`src/rtl/alu4_pkg.sv`:
```
package alu4_pkg;
  parameter int unsigned DW  = 4;
  localparam int unsigned OPW = 3;

  typedef enum logic [1:0] {
    SEL_SUM  = 2'b00,
    SEL_AND  = 2'b01,
    SEL_OR   = 2'b10,
    SEL_ZERO = 2'b11
  } res_sel_e;

  typedef enum logic [OPW-1:0] {
    OP_ADD = 3'd0,
    OP_SUB = 3'd1,
    OP_OR  = 3'd2,
    OP_AND = 3'd3,
    OP_NEG = 3'd4
  } op_e;

  typedef struct packed {
    res_sel_e sel;
    logic     cin;
    logic     binv;
    logic     az;
  } ctrl_t;
endpackage

```
`src/rtl/alu4_ctrl_dec.sv`:
```
module alu4_ctrl_dec
  import alu4_pkg::*;
(
  input  logic [OPW-1:0] op_i,
  output ctrl_t          ctrl_o
);
  always_comb begin
    // don't-care bits driven low
    ctrl_o = '{sel: SEL_ZERO, cin: 1'b0, binv: 1'b0, az: 1'b0};
    case (op_i)
      OP_ADD: ctrl_o.sel = SEL_SUM;
      OP_SUB: begin
        ctrl_o.sel  = SEL_SUM;
        ctrl_o.cin  = 1'b1;
        ctrl_o.binv = 1'b1;
      end
      OP_OR:  ctrl_o.sel = SEL_OR;
      OP_AND: ctrl_o.sel = SEL_AND;
      OP_NEG: begin
        ctrl_o.sel  = SEL_SUM;
        ctrl_o.cin  = 1'b1;
        ctrl_o.binv = 1'b1;
        ctrl_o.az   = 1'b1;
      end
      default: ctrl_o.sel = SEL_ZERO;
    endcase
  end
endmodule

```
`src/rtl/alu4_operand_prep.sv`:
```
module alu4_operand_prep #(
  parameter int unsigned DW = alu4_pkg::DW
) (
  input  logic [DW-1:0] a_i,
  input  logic [DW-1:0] b_i,
  input  logic          az_i,
  input  logic          binv_i,
  output logic [DW-1:0] a_o,
  output logic [DW-1:0] b_o
);
  assign a_o = az_i ? '0 : a_i;
  assign b_o = b_i ^ {DW{binv_i}};
endmodule

```
`src/rtl/alu4_ripple_add.sv`:
```
module alu4_ripple_add #(
  parameter int unsigned DW = alu4_pkg::DW
) (
  input  logic [DW-1:0] a_i,
  input  logic [DW-1:0] b_i,
  input  logic          cin_i,
  output logic [DW-1:0] sum_o,
  output logic          cout_o,
  output logic          ovf_o
);
  logic [DW:0] c;
  assign c[0] = cin_i;

  for (genvar g = 0; g < DW; g++) begin : g_fa
    assign sum_o[g] = a_i[g] ^ b_i[g] ^ c[g];
    assign c[g+1]   = (a_i[g] & b_i[g]) | (c[g] & (a_i[g] ^ b_i[g]));
  end

  assign cout_o = c[DW];
  // same-sign operands, different-sign sum
  assign ovf_o  = (a_i[DW-1] ~^ b_i[DW-1]) & (sum_o[DW-1] ^ a_i[DW-1]);
endmodule

```
`src/rtl/alu4_logic_unit.sv`:
```
module alu4_logic_unit #(
  parameter int unsigned DW = alu4_pkg::DW
) (
  input  logic [DW-1:0] a_i,
  input  logic [DW-1:0] b_i,
  output logic [DW-1:0] and_o,
  output logic [DW-1:0] or_o
);
  assign and_o = a_i & b_i;
  assign or_o  = a_i | b_i;
endmodule

```
`src/rtl/alu4_core.sv`:
```
module alu4_core
  import alu4_pkg::*;
#(
  parameter int unsigned W = DW
) (
  input  logic [W-1:0] a_i,
  input  logic [W-1:0] b_i,
  input  ctrl_t        ctrl_i,
  output logic [W-1:0] r_o,
  output logic         cout_o,
  output logic         ovf_o
);
  logic [W-1:0] a_eff, b_eff, sum, and_r, or_r;
  logic         add_co, add_ov;

  alu4_operand_prep #(.DW(W)) u_prep (
    .a_i(a_i), .b_i(b_i), .az_i(ctrl_i.az), .binv_i(ctrl_i.binv),
    .a_o(a_eff), .b_o(b_eff)
  );

  alu4_ripple_add #(.DW(W)) u_add (
    .a_i(a_eff), .b_i(b_eff), .cin_i(ctrl_i.cin),
    .sum_o(sum), .cout_o(add_co), .ovf_o(add_ov)
  );

  alu4_logic_unit #(.DW(W)) u_logic (
    .a_i(a_eff), .b_i(b_eff), .and_o(and_r), .or_o(or_r)
  );

  always_comb begin
    r_o    = '0;
    cout_o = 1'b0;
    ovf_o  = 1'b0;
    case (ctrl_i.sel)
      SEL_SUM: begin
        r_o    = sum;
        cout_o = add_co;
        ovf_o  = add_ov;
      end
      SEL_AND: r_o = and_r;
      SEL_OR:  r_o = or_r;
      default: r_o = '0;
    endcase
  end

  // checks across prep/adder/mux
  always_comb begin
    if (ctrl_i.sel != SEL_SUM)
      AST_LOGIC_NO_FLAGS: assert (!cout_o && !ovf_o);
    if (ctrl_i.sel == SEL_ZERO)
      AST_ZERO_SEL: assert (r_o == '0);
    if (ctrl_i.sel == SEL_SUM && !ctrl_i.az && !ctrl_i.binv && !ctrl_i.cin)
      AST_ADD_SUM: assert ({cout_o, r_o} == ({1'b0, a_i} + {1'b0, b_i}));
    if (ctrl_i.sel == SEL_SUM && ctrl_i.az && ctrl_i.binv && ctrl_i.cin)
      AST_NEG_VALUE: assert (r_o == W'(-b_i));
    if (ctrl_i.sel == SEL_SUM && !ctrl_i.az && ctrl_i.binv && ctrl_i.cin && a_i == b_i)
      AST_SUB_EQUAL: assert (r_o == '0 && cout_o && !ovf_o);
  end
endmodule

```
`src/rtl/alu4_op_top.sv`:
```
module alu4_op_top
  import alu4_pkg::*;
(
  input  logic [DW-1:0]  a_i,
  input  logic [DW-1:0]  b_i,
  input  logic [OPW-1:0] op_i,
  output logic [DW-1:0]  r_o,
  output logic           cout_o,
  output logic           ovf_o
);
  ctrl_t ctrl;

  alu4_ctrl_dec u_dec (.op_i(op_i), .ctrl_o(ctrl));

  alu4_core #(.W(DW)) u_core (
    .a_i(a_i), .b_i(b_i), .ctrl_i(ctrl),
    .r_o(r_o), .cout_o(cout_o), .ovf_o(ovf_o)
  );

  always_comb begin
    if (op_i > 3'd4)
      AST_HIGH_OP_ZERO: assert (r_o == '0 && !cout_o && !ovf_o);
  end
endmodule

```
`config.mk`:
```
export PLATFORM = sky130hd
export DESIGN_NAME = alu4_op_top
export DESIGN_NICKNAME = d
export VERILOG_FILES = /design/src/rtl/alu4_pkg.sv /design/src/rtl/alu4_ctrl_dec.sv /design/src/rtl/alu4_operand_prep.sv /design/src/rtl/alu4_ripple_add.sv /design/src/rtl/alu4_logic_unit.sv /design/src/rtl/alu4_core.sv /design/src/rtl/alu4_op_top.sv
export SDC_FILE = /design/constraint.sdc
export NUM_CORES = 1
export LEC_CHECK = 0
export CAP_MARGIN = 25
export CORE_MARGIN = 2
export CORE_UTILIZATION = 25
export DETAILED_ROUTE_END_ITERATION = 7
export DONT_BUFFER_PORTS = 1
export SKIP_LAST_GASP = 1
export SLEW_MARGIN = 15
export SYNTH_ARGS = -nofsm -noshare
export SYNTH_HDL_FRONTEND = slang
export SYNTH_HIERARCHICAL = 1
export SYNTH_SLANG_ARGS = --single-unit
export TNS_END_PERCENT = 20
```
`constraint.sdc`:
```
create_clock -name vclk -period 3
set_input_delay 0.3 -clock vclk [all_inputs]
set_output_delay 0.3 -clock vclk [all_outputs]
set_load 0.02 [all_outputs]
```
Word-level counts from Yosys, hierarchy flattened
Index checks and enable logic that the tools add are counted.
Widths: inputs -> output; s select.
{"block": "totals", "reg_bits": 0, "inputBits": 11, "out_inout_bits": 6, "wordCells": 43}
{"block": "op_classes", "eq_ne": 6, "mux": 7, "n_bitwise": 26, "reduce_logical": 4}
{"op": "$pmux 4 s3", "count": 1}
{"op": "$and 1x1->1", "count": 9}
{"op": "$xor 1x1->1", "count": 9}
{"op": "$eq 3x2->1 const B", "count": 2}
{"op": "$pmux 2 s3", "count": 1}
{"op": "$and 4x4->4", "count": 1}
{"op": "$mux 4", "count": 1}
{"op": "$or 1x1->1", "count": 4}
{"op": "$or 4x4->4", "count": 1}
{"op": "$xor 4x4->4", "count": 1}
{"op": "$eq 3x1->1 const B", "count": 1}
{"op": "$eq 3x3->1 const B", "count": 1}
{"op": "$logic_not 3->1", "count": 1}
{"op": "$mux 1", "count": 3}
{"op": "$reduce_or 3->1", "count": 1}
{"op": "$eq 2x1->1 const B", "count": 1}
{"op": "$eq 2x2->1 const B", "count": 1}
{"op": "$logic_not 2->1", "count": 1}
{"op": "$mux 2", "count": 1}
{"op": "$reduce_or 2->1", "count": 1}
{"op": "$xnor 1x1->1", "count": 1}

Logic depth before layout (Yosys ltp)
Gate-level depths: netlist (run 1).
{"block": "depth", "ltp_word": 15, "ltp_mapped": 13, "depth_no_buf": 13}

Cells and area by module
Netlist (run 1), hierarchy kept.
{"module": "alu4_ripple_add", "n_inst": 1, "cells_each": 17, "area_per_inst_um2": 142.6, "seq_area_each_um2": 0.0}
{"module": "alu4_core", "n_inst": 1, "cells_each": 12, "area_per_inst_um2": 111.4, "seq_area_each_um2": 0.0}
{"module": "alu4_operand_prep", "n_inst": 1, "cells_each": 8, "area_per_inst_um2": 60.1, "seq_area_each_um2": 0.0}
{"module": "alu4_logic_unit", "n_inst": 1, "cells_each": 8, "area_per_inst_um2": 55.1, "seq_area_each_um2": 0.0}
{"module": "alu4_ctrl_dec", "n_inst": 1, "cells_each": 6, "area_per_inst_um2": 50.0, "seq_area_each_um2": 0.0}

Least setup slack after synthesis (run 1)
No wires, ideal clock.
{"block": "synth_timing", "path_kind": "input-to-output", "from": "in op_i[0]", "to": "out ovf_o", "arrival_time_ns": 3.117, "required_time_ns": 2.700, "slack_ns": -0.417, "path_stages": 13, "n_path_buf": 0, "path_cell_list": "xnor2_1 nor2_1 xor2_1 fa_1 inv_1 fa_1 inv_1 fa_1 inv_1 fa_1 xor2_1 nor2_1 nor3b_1"}
{"item": "from (decl)", "line": "alu4_op_top.sv:6", "text": "input logic [OPW-1:0] op_i,"}
{"item": "to (decl)", "line": "alu4_op_top.sv:9", "text": "output logic ovf_o"}

==> metrics.csv, run 1 <==
stage,metric,value,unit
grt,grt_max_degree,8,
power,combPwrFrac,100.0,%
min_path,hold_depth,2,
timing,finalSetupViolCount,0,
detailed_routing,dr_total_vias,334,
timing,timing.fmax,0.3346,GHz
placed_design,place_congestion,0.6686,
detailed_routing,wl,835,um
grt,antenna_found_initial,0,
placed_design,dpl.cell_count,75,
detailed_routing,drc,0,
logic_synthesis,synth.avg_cell_area,8.219,um2
layout,stdcell_area,566.8,um2
floorplan,die_w,44.95,um
placed_design,dp_hpwl,745.2,um
timing,setup_ws,11.75,ps
timing,hold_viol_final,0,
worst_setup_path,critPathCaptureType,output pin,
power,p_sw,0.07472,mW
layout,final_cell_mix,"10 x buf_4, 7 x inv_1",
logic_synthesis,yosysWarningCount,6,
power,swShare,51.10,%
layout,area_delta_synth_final,35.22,%
power,power,0.1462,mW
detailed_routing,drtIter0Drc,0,
logic_synthesis,synth.distinct_cells,16,
timing,rsz0062_at_grt,yes,
grt,use_met3,2.000,%
layout,seq_area,0,um2
floorplan,die_y,44.95,um
layout,nClkBuffers,0,
logic_synthesis,syn-num-nets,67,
grt,grt_pass1_vias,367,
layout,layout-drive-gt1-share,50.85,%
min_path,holdCritPathClass,input pin to output pin,
floorplan,core_region_area,1541,um2
outcome,status,"finished, final reports clean",
worst_setup_path,cp.required,2700,ps
grt,grt-ovfl-total,0,
worst_setup_path,worstSetupPathType,input pin to output pin,
worst_setup_path,cp-start-kind,input pin,
grt,grt_first_pass_wirelength,1.552,mm
placed_design,port_buffers,0,
worst_setup_path,path_max_fanout,4,
placed_design,pre_cts_slack,-78.86,ps
power,irDropWorstVdd,0.00008304,V
grt,gr-usage-met1,12.01,%
power,p_int,0.07149,mW
detailed_routing,ant_nets,0,
layout,antennaDiodeCount,0,
timing,slew_headroom,69.12,%
logic_synthesis,yosysSeqAreaShare,0,%
power,power_density,258.0,nW/um2
detailed_routing,via_per_inst,4.453,
worst_setup_path,cp.arrival,2690,ps
floorplan,io_pins,17,
power,clock_power_share,0,%
layout,seq_cells,0,
timing,hold_slack,957.5,ps
layout,layout_commonest_cell,buf_4,
timing,post-route-min-period,2988,ps
layout,instances_no_fill,75,
logic_synthesis,postSynthCellCount,51,
detailed_routing,firstDrtPassIters,1,
detailed_routing,wire_per_inst,11.13,um
grt,gr-max-usage-layer,met2,
power,p_seq_share,0,%
floorplan,num_rows,14,
placed_design,postPlaceCellArea,556.8,um2
grt,grt_use_total,10.06,%
floorplan,start_util,27.19,%
grt,met2_usage,19.43,%
floorplan,die_area,2020,um2
run,maxCapViolations,0,
logic_synthesis,synth_area,419.2,um2
timing,worst_slew_pin_slew,463.7,ps
timing,drv_slew,0,
power,power_leakage,0.2630,nW
timing,post-route-period-util,99.61,%
layout,num-nets-final,77,
-- cell families (layout without fill, tap and decap cells) --
logic type / after synthesis / in the layout / synth area share, %
simple gates: 18 / 18 / 29.55
buf+inv: 12 / 20 / 12.54
fa+ha+maj: 6 / 6 / 24.78
xor+xnor: 6 / 6 / 12.54
mux: 5 / 5 / 12.24
compound gates: 4 / 4 / 8.357
-- Yosys cell counts (2+ instances only) --
cell	instances	area (um2)
nor3b_1	3	22.52
nor2_1	2	7.510
xor2_1	5	43.79
inv_1	10	37.54
fa_1	4	80.08
o2bb2ai_1	4	35.03
nor2b_1	4	25.02
mux2i_1	4	40.04
buf_4	2	15.01
and2_2	4	30.03
or2_1	4	25.02
-- repair_timing --
action / 4_1_cts / 5_1_grt
endpoints found under the setup margin: 1 / 2
resized for setup: 0 / 2
pin swaps: 7 / 3
setup buffers: 0 / 0
hold buffers: 0 / 0
-- layout make-up --
| class | count | area [um2] |
|---|---|---|
| fill | 164 | 974.7 |
| multi-input combinational | 39 | 434.2 |
| timing repair buffer | 10 | 75.07 |
| inverter | 10 | 37.54 |
| tap | 16 | 20.02 |
-- final timing paths --
path	startpoint	slack, ps	to
max	op_i[0]	10	ovf_o
min	op_i[0]	960	ovf_o
-- power by group through the flow --
| stage | combinational (mW) | sequential, mW | clock [mW] |
|---|---|---|---|
| finish | 0.146 | 0 | 0 |
| global route | 0.168 | 0 | 0 |
| CTS | 0.148 | 0 | 0 |
| detailed placement | 0.148 | 0 | 0 |
| global placement | 0.143 | 0 | 0 |
| floorplan | 0.113 | 0 | 0 |
-- worst max-delay path, cell delays in order --
cell and delay, ps:
xnor2_4 160, nor2_4 60, xor2_2 150, fa_2 340
inv_2 60, fa_2 190, inv_2 40, fa_2 330
inv_2 60, fa_1 430, xor2_1 160, nor2_1 110
nor3b_4 300
-- routing by layer --
metal,part of all wire (%),wire length [um],vias to the layer above
met2,52,436,10
met3,7.3,61,0
li1,-,-,173
met1,40,337,151
met5,0,0,-
met4,0,0,0
-- through the flow --
step / util [%] / setup TNS (ps)
floorplan: - / -31.06
global placement: 36.12 / -50.02
detailed placement: 36.12 / -78.86
CTS: 36.12 / -10.84
global route: 36.77 / -112.3
finish: 36.77 / 0
(Power assumes the default switching activity.)
==> run 2, diff against run 1 <==
- ABC_AREA: not set -> 1
- GPL_ROUTABILITY_DRIVEN: not set -> 0
==> run 2 against run 1 <==
Die area grew 13%; worst setup slack better by 120 ps; non-clock buffer count fell by 5; area after synthesis increased by 14%; synthesized cell count rose by 96%; clock-buffer cell count unchanged; wire length is 26% higher; critical path type unchanged.
==> metrics.csv, run 2 <==
stage,metric,value,unit,change
worst_setup_path,critPathCaptureType,output pin,,unchanged
grt,grt_max_degree,7,,was 8
floorplan,die_area,2283,um2,was 2020 um2
grt,grt-ovfl-total,0,,unchanged
floorplan,core_region_area,1764,um2,was 1541 um2
worst_setup_path,endpoint,r_o[3],,was ovf_o
logic_synthesis,synth.distinct_cells,12,,was 16
detailed_routing,drtIter0Drc,10,,was 0
timing,timing.fmax,0.3484,GHz,was 0.3346 GHz
placed_design,pre_cts_slack,-42.26,ps,was -78.86 ps
logic_synthesis,synth_area,479.2,um2,was 419.2 um2
detailed_routing,via_per_inst,4.155,,was 4.453
logic_synthesis,synth_most_common_cell,inv_1,,unchanged
layout,num-nets-final,122,,was 77
layout,seq_cells,0,,unchanged
min_path,holdCritPathClass,input pin to output pin,,unchanged
grt,grt_pass1_vias,458,,was 367
timing,hold_slack,1032,ps,was 957.5 ps
layout,final_cell_mix,"35 x inv_1, 26 x nand2_1, 12 x nand3_1",,"was 10 x buf_4, 7 x inv_1"
logic_synthesis,postSynthCellCount,100,,was 51
layout,instances_no_fill,129,,was 75
placed_design,dpl.cell_count,128,,was 75
detailed_routing,dr_total_vias,536,,was 334
timing,rsz0062_at_grt,yes,,unchanged
power,combPwrFrac,100.0,%,about the same
logic_synthesis,synth.avg_cell_area,4.792,um2,was 8.219 um2
floorplan,start_util,27.16,%,was 27.19%
grt,grt_use_total,9.855,%,was 10.06%
logic_synthesis,yosysWarningCount,6,,unchanged
timing,setup_ws,129.5,ps,was 11.75 ps
timing,finalSetupViolCount,0,,unchanged
worst_setup_path,startpoint,op_i[0],,unchanged
worst_setup_path,cp-start-kind,input pin,,unchanged
timing,hold_viol_final,0,,unchanged
logic_synthesis,synth_area_leaders,"inv_1 29%, nand2_1 23%, fa_1 17%, nand3_1 13%, nor2_1 6.3%",,"was fa_1 19%, xor2_1 10%, mux2i_1 9.6%, inv_1 9.0%, o2bb2ai_1 8.4%"
worst_setup_path,cp.required,2700,ps,about the same
logic_synthesis,syn-num-nets,116,,was 67
layout,layout_commonest_cell,inv_1,,was buf_4
power,irDropWorstVdd,0.00005452,V,was 0.00008304 V
logic_synthesis,synth_top_area_cell,inv_1,,was fa_1
detailed_routing,firstDrtPassIters,4,,was 1
power,swShare,63.95,%,was 51.10%
layout,antennaDiodeCount,0,,unchanged
floorplan,num_rows,15,,was 14
timing,slew_headroom,69.07,%,was 69.12%
placed_design,port_buffers,0,,unchanged
detailed_routing,wire_per_inst,8.178,um,was 11.13 um
grt,antenna_found_initial,0,,unchanged
floorplan,die_y,47.78,um,was 44.95 um
worst_setup_path,worstSetupPathType,input pin to output pin,,unchanged
logic_synthesis,synth_top_area_share,28.98,%,was 19.10%
timing,drv_slew,0,,unchanged
timing,post-route-min-period,2870,ps,was 2988 ps
layout,nClkBuffers,0,,unchanged
grt,grt_first_pass_wirelength,1.690,mm,was 1.552 mm
clocking,cts_hold_buf,0,,unchanged
detailed_routing,wl,1.055,mm,was 835 um
power,power_density,205.7,nW/um2,was 258.0 nW/um2
power,p_int,0.04249,mW,was 0.07149 mW
timing,post-route-period-util,95.68,%,was 99.61%
worst_setup_path,cp.arrival,2570,ps,was 2690 ps
floorplan,die_w,47.78,um,was 44.95 um
outcome,status,"finished, final reports clean",,unchanged
layout,layout-drive-gt1-share,19.23,%,was 50.85%
power,p_seq_share,0,%,about the same
timing,worst_slew_pin_slew,464.0,ps,was 463.7 ps
power,power_leakage,0.3936,nW,was 0.2630 nW
detailed_routing,ant_nets,0,,unchanged
run,maxCapViolations,0,,unchanged
layout,area_delta_synth_final,19.58,%,was 35.22%
power,clock_power_share,0,%,about the same
logic_synthesis,yosysSeqAreaShare,0,%,unchanged
worst_setup_path,path_max_fanout,5,,was 4
detailed_routing,drc,0,,unchanged
placed_design,dp_hpwl,944.1,um,was 745.2 um
layout,seq_area,0,um2,unchanged
logic_synthesis,synth_common_cells,"37 x inv_1, 30 x nand2_1, 12 x nand3_1, 8 x nor2_1, 4 x fa_1",,"was 10 x inv_1, 5 x xor2_1"
power,p_sw,0.07536,mW,was 0.07472 mW
floorplan,io_pins,17,,unchanged
==> run 2: cell types whose count changed in the layout (fill, tap and decap cells not counted), moves of 2 or more <==
| cell | previous run | this run |
|---|---|---|
| nand2_2 | 0 | 4 |
| nor2_1 | 1 | 6 |
| mux2i_1 | 4 | 0 |
| o2bb2ai_1 | 4 | 0 |
| nor2_2 | 0 | 2 |
| nor2b_1 | 3 | 0 |
| nand2_1 | 0 | 26 |
| and2_2 | 4 | 0 |
| xor2_2 | 2 | 0 |
| buf_4 | 10 | 5 |
| nand3_1 | 0 | 12 |
| xor2_1 | 3 | 0 |
| inv_1 | 7 | 35 |
| or2_1 | 4 | 0 |
==> run 2: how the worst min path moves through the flow <==
stage	from	endpoint	cells past startpoint
6_report	op_i[0]	r_o[3]	3
5_1_grt	op_i[0]	r_o[3]	3
3_3_place_gp	op_i[0]	r_o[3]	3
4_1_cts	op_i[0]	r_o[3]	3
3_5_place_dp	op_i[0]	r_o[3]	3
2_1_floorplan	op_i[0]	r_o[0]	3
==> run 2: layout make-up <==
class                           count  area (um2)
Tap cell                           25       31.28
Fill cell                         228        1191
Multi-Input combinational cell     60       357.8
Timing Repair Buffer                5       37.54
Inverter                           39       146.4
==> run 2: cells by family after synthesis <==
family | share of synthesized area (%)
compound gates | 2.087
fa+ha+maj | 19.32
simple gates | 46.48
buf+inv | 32.12
==> run 2: power by group through the flow <==
stage / sequential [mW] / combinational, mW / clock, mW
2_1_floorplan: 0 / 0.0885 / 0
3_3_place_gp: 0 / 0.106 / 0
3_5_place_dp: 0 / 0.108 / 0
4_1_cts: 0 / 0.111 / 0
5_1_grt: 0 / 0.137 / 0
6_report: 0 / 0.118 / 0
==> run 2: critical path, cell delays in order <==
cell,delay (ps)
nor2_4,100
nand2_2,70
nand2_2,90
inv_2,50
nand2_2,50
nand2_2,60
fa_2,350
inv_2,60
fa_2,170
inv_1,50
fa_2,330
inv_2,60
fa_1,420
buf_4,150
inv_1,40
nand2_1,40
nand3_1,190
==> run 2: layer usage <==
metal / GRT usage [%] / share of wire, % / vias up
li1: - / - / 284
met1: 14.19 / 44 / 238
met2: 16.27 / 45 / 14
met3: 1.887 / 11 / 0
met4: 0 / 0 / 0
met5: 0 / 0 / -
==> run 2: per-stage QoR <==
stage               total power, mW  setup TNS, ps  instance area, um2  util [%]
finish                       0.1179              0               573.1     32.48
global route                 0.1366         -96.38               573.1     32.48
CTS                          0.1109              0               550.5     31.21
detailed placement           0.1084         -42.26               543.0     30.78
global placement             0.1058              0               543.0     30.78
floorplan                   0.08845              0               489.2         -
==> run 2: what timing repair did <==
| item | in CTS | in global routing |
|---|---|---|
| setup endpoints to repair | 1 | 2 |
| gates cloned | 0 | 0 |
| setup buffers | 0 | 1 |
| pin swaps | 7 | 8 |
| gates resized for setup | 4 | 6 |
==> run 3, diff against run 2 <==
- CORE_AREA: not set -> 2 2 39 41
- CORE_MARGIN: 2 -> not set
- CORE_UTILIZATION: 25 -> not set
- DIE_AREA: not set -> 0 0 41 43
==> run 3 against run 2 <==
Clock-buffer cell count unchanged; power down 4.3%; sequential share of layout area unchanged; first-iteration DRC count down 80%; combinational power down 4%; global-route usage up 2.5 points; cell count down 7.0%.
==> metrics.csv, run 3 (synthesis gave the netlist of run 2 again) <==
stage,metric,value,unit,change
outcome,status,"finished, final reports clean",,unchanged
detailed_routing,drtIter0Drc,2,,was 10
layout,layout-drive-gt1-share,18.27,%,was 19.23%
layout,final_cell_mix,"35 x inv_1, 25 x nand2_1, 12 x nand3_1",,"was 35 x inv_1, 26 x nand2_1, 12 x nand3_1"
worst_setup_path,worstSetupPathType,input pin to output pin,,unchanged
floorplan,die_area,1763,um2,was 2283 um2
floorplan,die_y,43,um,was 47.78 um
floorplan,start_util,34.63,%,was 27.16%
worst_setup_path,cp-start-kind,input pin,,unchanged
timing,worst_slew_pin_slew,476.7,ps,was 464.0 ps
worst_setup_path,critPathCaptureType,output pin,,unchanged
detailed_routing,wl,992,um,was 1.055 mm
timing,slew_headroom,68.22,%,was 69.07%
detailed_routing,dr_total_vias,500,,was 536
placed_design,postPlaceCellArea,524.3,um2,was 543.0 um2
grt,antenna_found_initial,0,,unchanged
worst_setup_path,cp.required,2700,ps,about the same
timing,hold_viol_final,0,,unchanged
timing,rsz0062_at_grt,yes,,unchanged
grt,grt_max_degree,7,,unchanged
timing,drv_slew,0,,unchanged
placed_design,dp_hpwl,846.5,um,was 944.1 um
layout,seq_area,0,um2,unchanged
floorplan,num_rows,14,,was 15
worst_setup_path,cp.arrival,2590,ps,was 2570 ps
detailed_routing,drc,0,,unchanged
min_path,holdCritPathClass,input pin to output pin,,unchanged
power,irDropWorstVdd,0.00005392,V,was 0.00005452 V
timing,setup_ws,106.7,ps,was 129.5 ps
grt,grt_pass1_vias,455,,was 458
layout,fill_cells,180,,was 228
layout,seq_cells,0,,unchanged
layout,layout_commonest_cell,inv_1,,unchanged
detailed_routing,wire_per_inst,8.267,um,was 8.178 um
grt,grt_first_pass_wirelength,1.628,mm,was 1.690 mm
layout,num-nets-final,122,,unchanged
detailed_routing,ant_nets,0,,unchanged
layout,antennaDiodeCount,0,,unchanged
clocking,cts_hold_buf,0,,unchanged
detailed_routing,via_per_inst,4.167,,was 4.155
timing,post-route-period-util,96.44,%,was 95.68%
layout,nClkBuffers,0,,unchanged
worst_setup_path,path_max_fanout,5,,unchanged
floorplan,io_pins,17,,unchanged
layout,area_delta_synth_final,17.49,%,was 19.58%
placed_design,port_buffers,0,,unchanged
power,power_density,200.3,nW/um2,was 205.7 nW/um2
power,p_sw,0.07326,mW,was 0.07536 mW
timing,post-route-min-period,2893,ps,was 2870 ps
power,power_leakage,0.3948,nW,was 0.3936 nW
power,combPwrFrac,100.0,%,about the same
layout,stdcell_area,563.0,um2,was 573.1 um2
floorplan,die_w,41,um,was 47.78 um
run,maxCapViolations,0,,unchanged
power,clock_power_share,0,%,about the same
detailed_routing,firstDrtPassIters,4,,unchanged
power,swShare,64.95,%,was 63.95%
grt,grt_use_total,12.35,%,was 9.855%
timing,finalSetupViolCount,0,,unchanged
power,p_int,0.03953,mW,was 0.04249 mW
timing,timing.fmax,0.3456,GHz,was 0.3484 GHz
floorplan,core_region_area,1384,um2,was 1764 um2
placed_design,pre_cts_slack,-112.4,ps,was -42.26 ps
grt,grt-ovfl-total,0,,unchanged
power,p_seq_share,0,%,about the same
-- run 3: cell counts in the layout (fill, tap and decap cells not counted) --
Identical to the previous run, type by type.
-- run 3: layer usage --
layer | vias up | part of all wire, % | GRT usage, % | routed length [um]
li1 | 283 | - | - | -
met1 | 208 | 45 | 15.76 | 449
met2 | 9 | 50 | 22.81 | 498
met3 | 0 | 4.5 | 0.5236 | 45
met4 | 0 | 0 | 0 | 0
met5 | - | 0 | 0 | 0
-- run 3: power groups by stage --
stage | registers, mW | logic [mW] | clock network, mW
2_1_floorplan | 0 | 0.0885 | 0
6_report | 0 | 0.113 | 0
5_1_grt | 0 | 0.130 | 0
3_3_place_gp | 0 | 0.103 | 0
3_5_place_dp | 0 | 0.105 | 0
4_1_cts | 0 | 0.109 | 0
-- run 3: layout make-up --
class	count	area [um2]	area share, %
inverters	39	146.4	26.00
well taps	16	20.02	3.556
repair buffers	5	41.29	7.333
multi-input cells	60	355.3	63.11
-- run 3: repair_timing --
action                                  CTS  global route
pin swaps                                 5             8
resized for setup                         3             7
setup buffers                             1             1
endpoints found under the setup margin    1             2
-- run 3: critical path: stages --
cell	delay (ps)
nor2_4	90
nand2_2	70
nand2_2	110
inv_2	50
nand2_2	50
nand2_2	60
fa_2	330
inv_2	60
fa_1	150
inv_1	50
fa_2	330
inv_2	60
fa_1	430
nand2_1	90
nand2_1	50
nor2_1	90
inv_1	60
nor2_4	160
-- run 3: metrics by stage --
step	setup TNS (ps)	instances	util [%]	total power [mW]	hold slack, ps
global placement	-99.41	118	37.88	0.1033	1038
CTS	0	119	38.79	0.1087	1046
floorplan	0	100	-	0.08845	988.3
global route	-76.44	120	40.69	0.1297	1074
detailed placement	-112.4	118	37.88	0.1052	1046
finish	0	120	40.69	0.1128	1037
-- run 3: path summary, 6_finish.rpt --
check,cells after the start,from,to
setup / recovery,18,op_i[0],ovf_o
hold / removal,3,op_i[0],r_o[3]
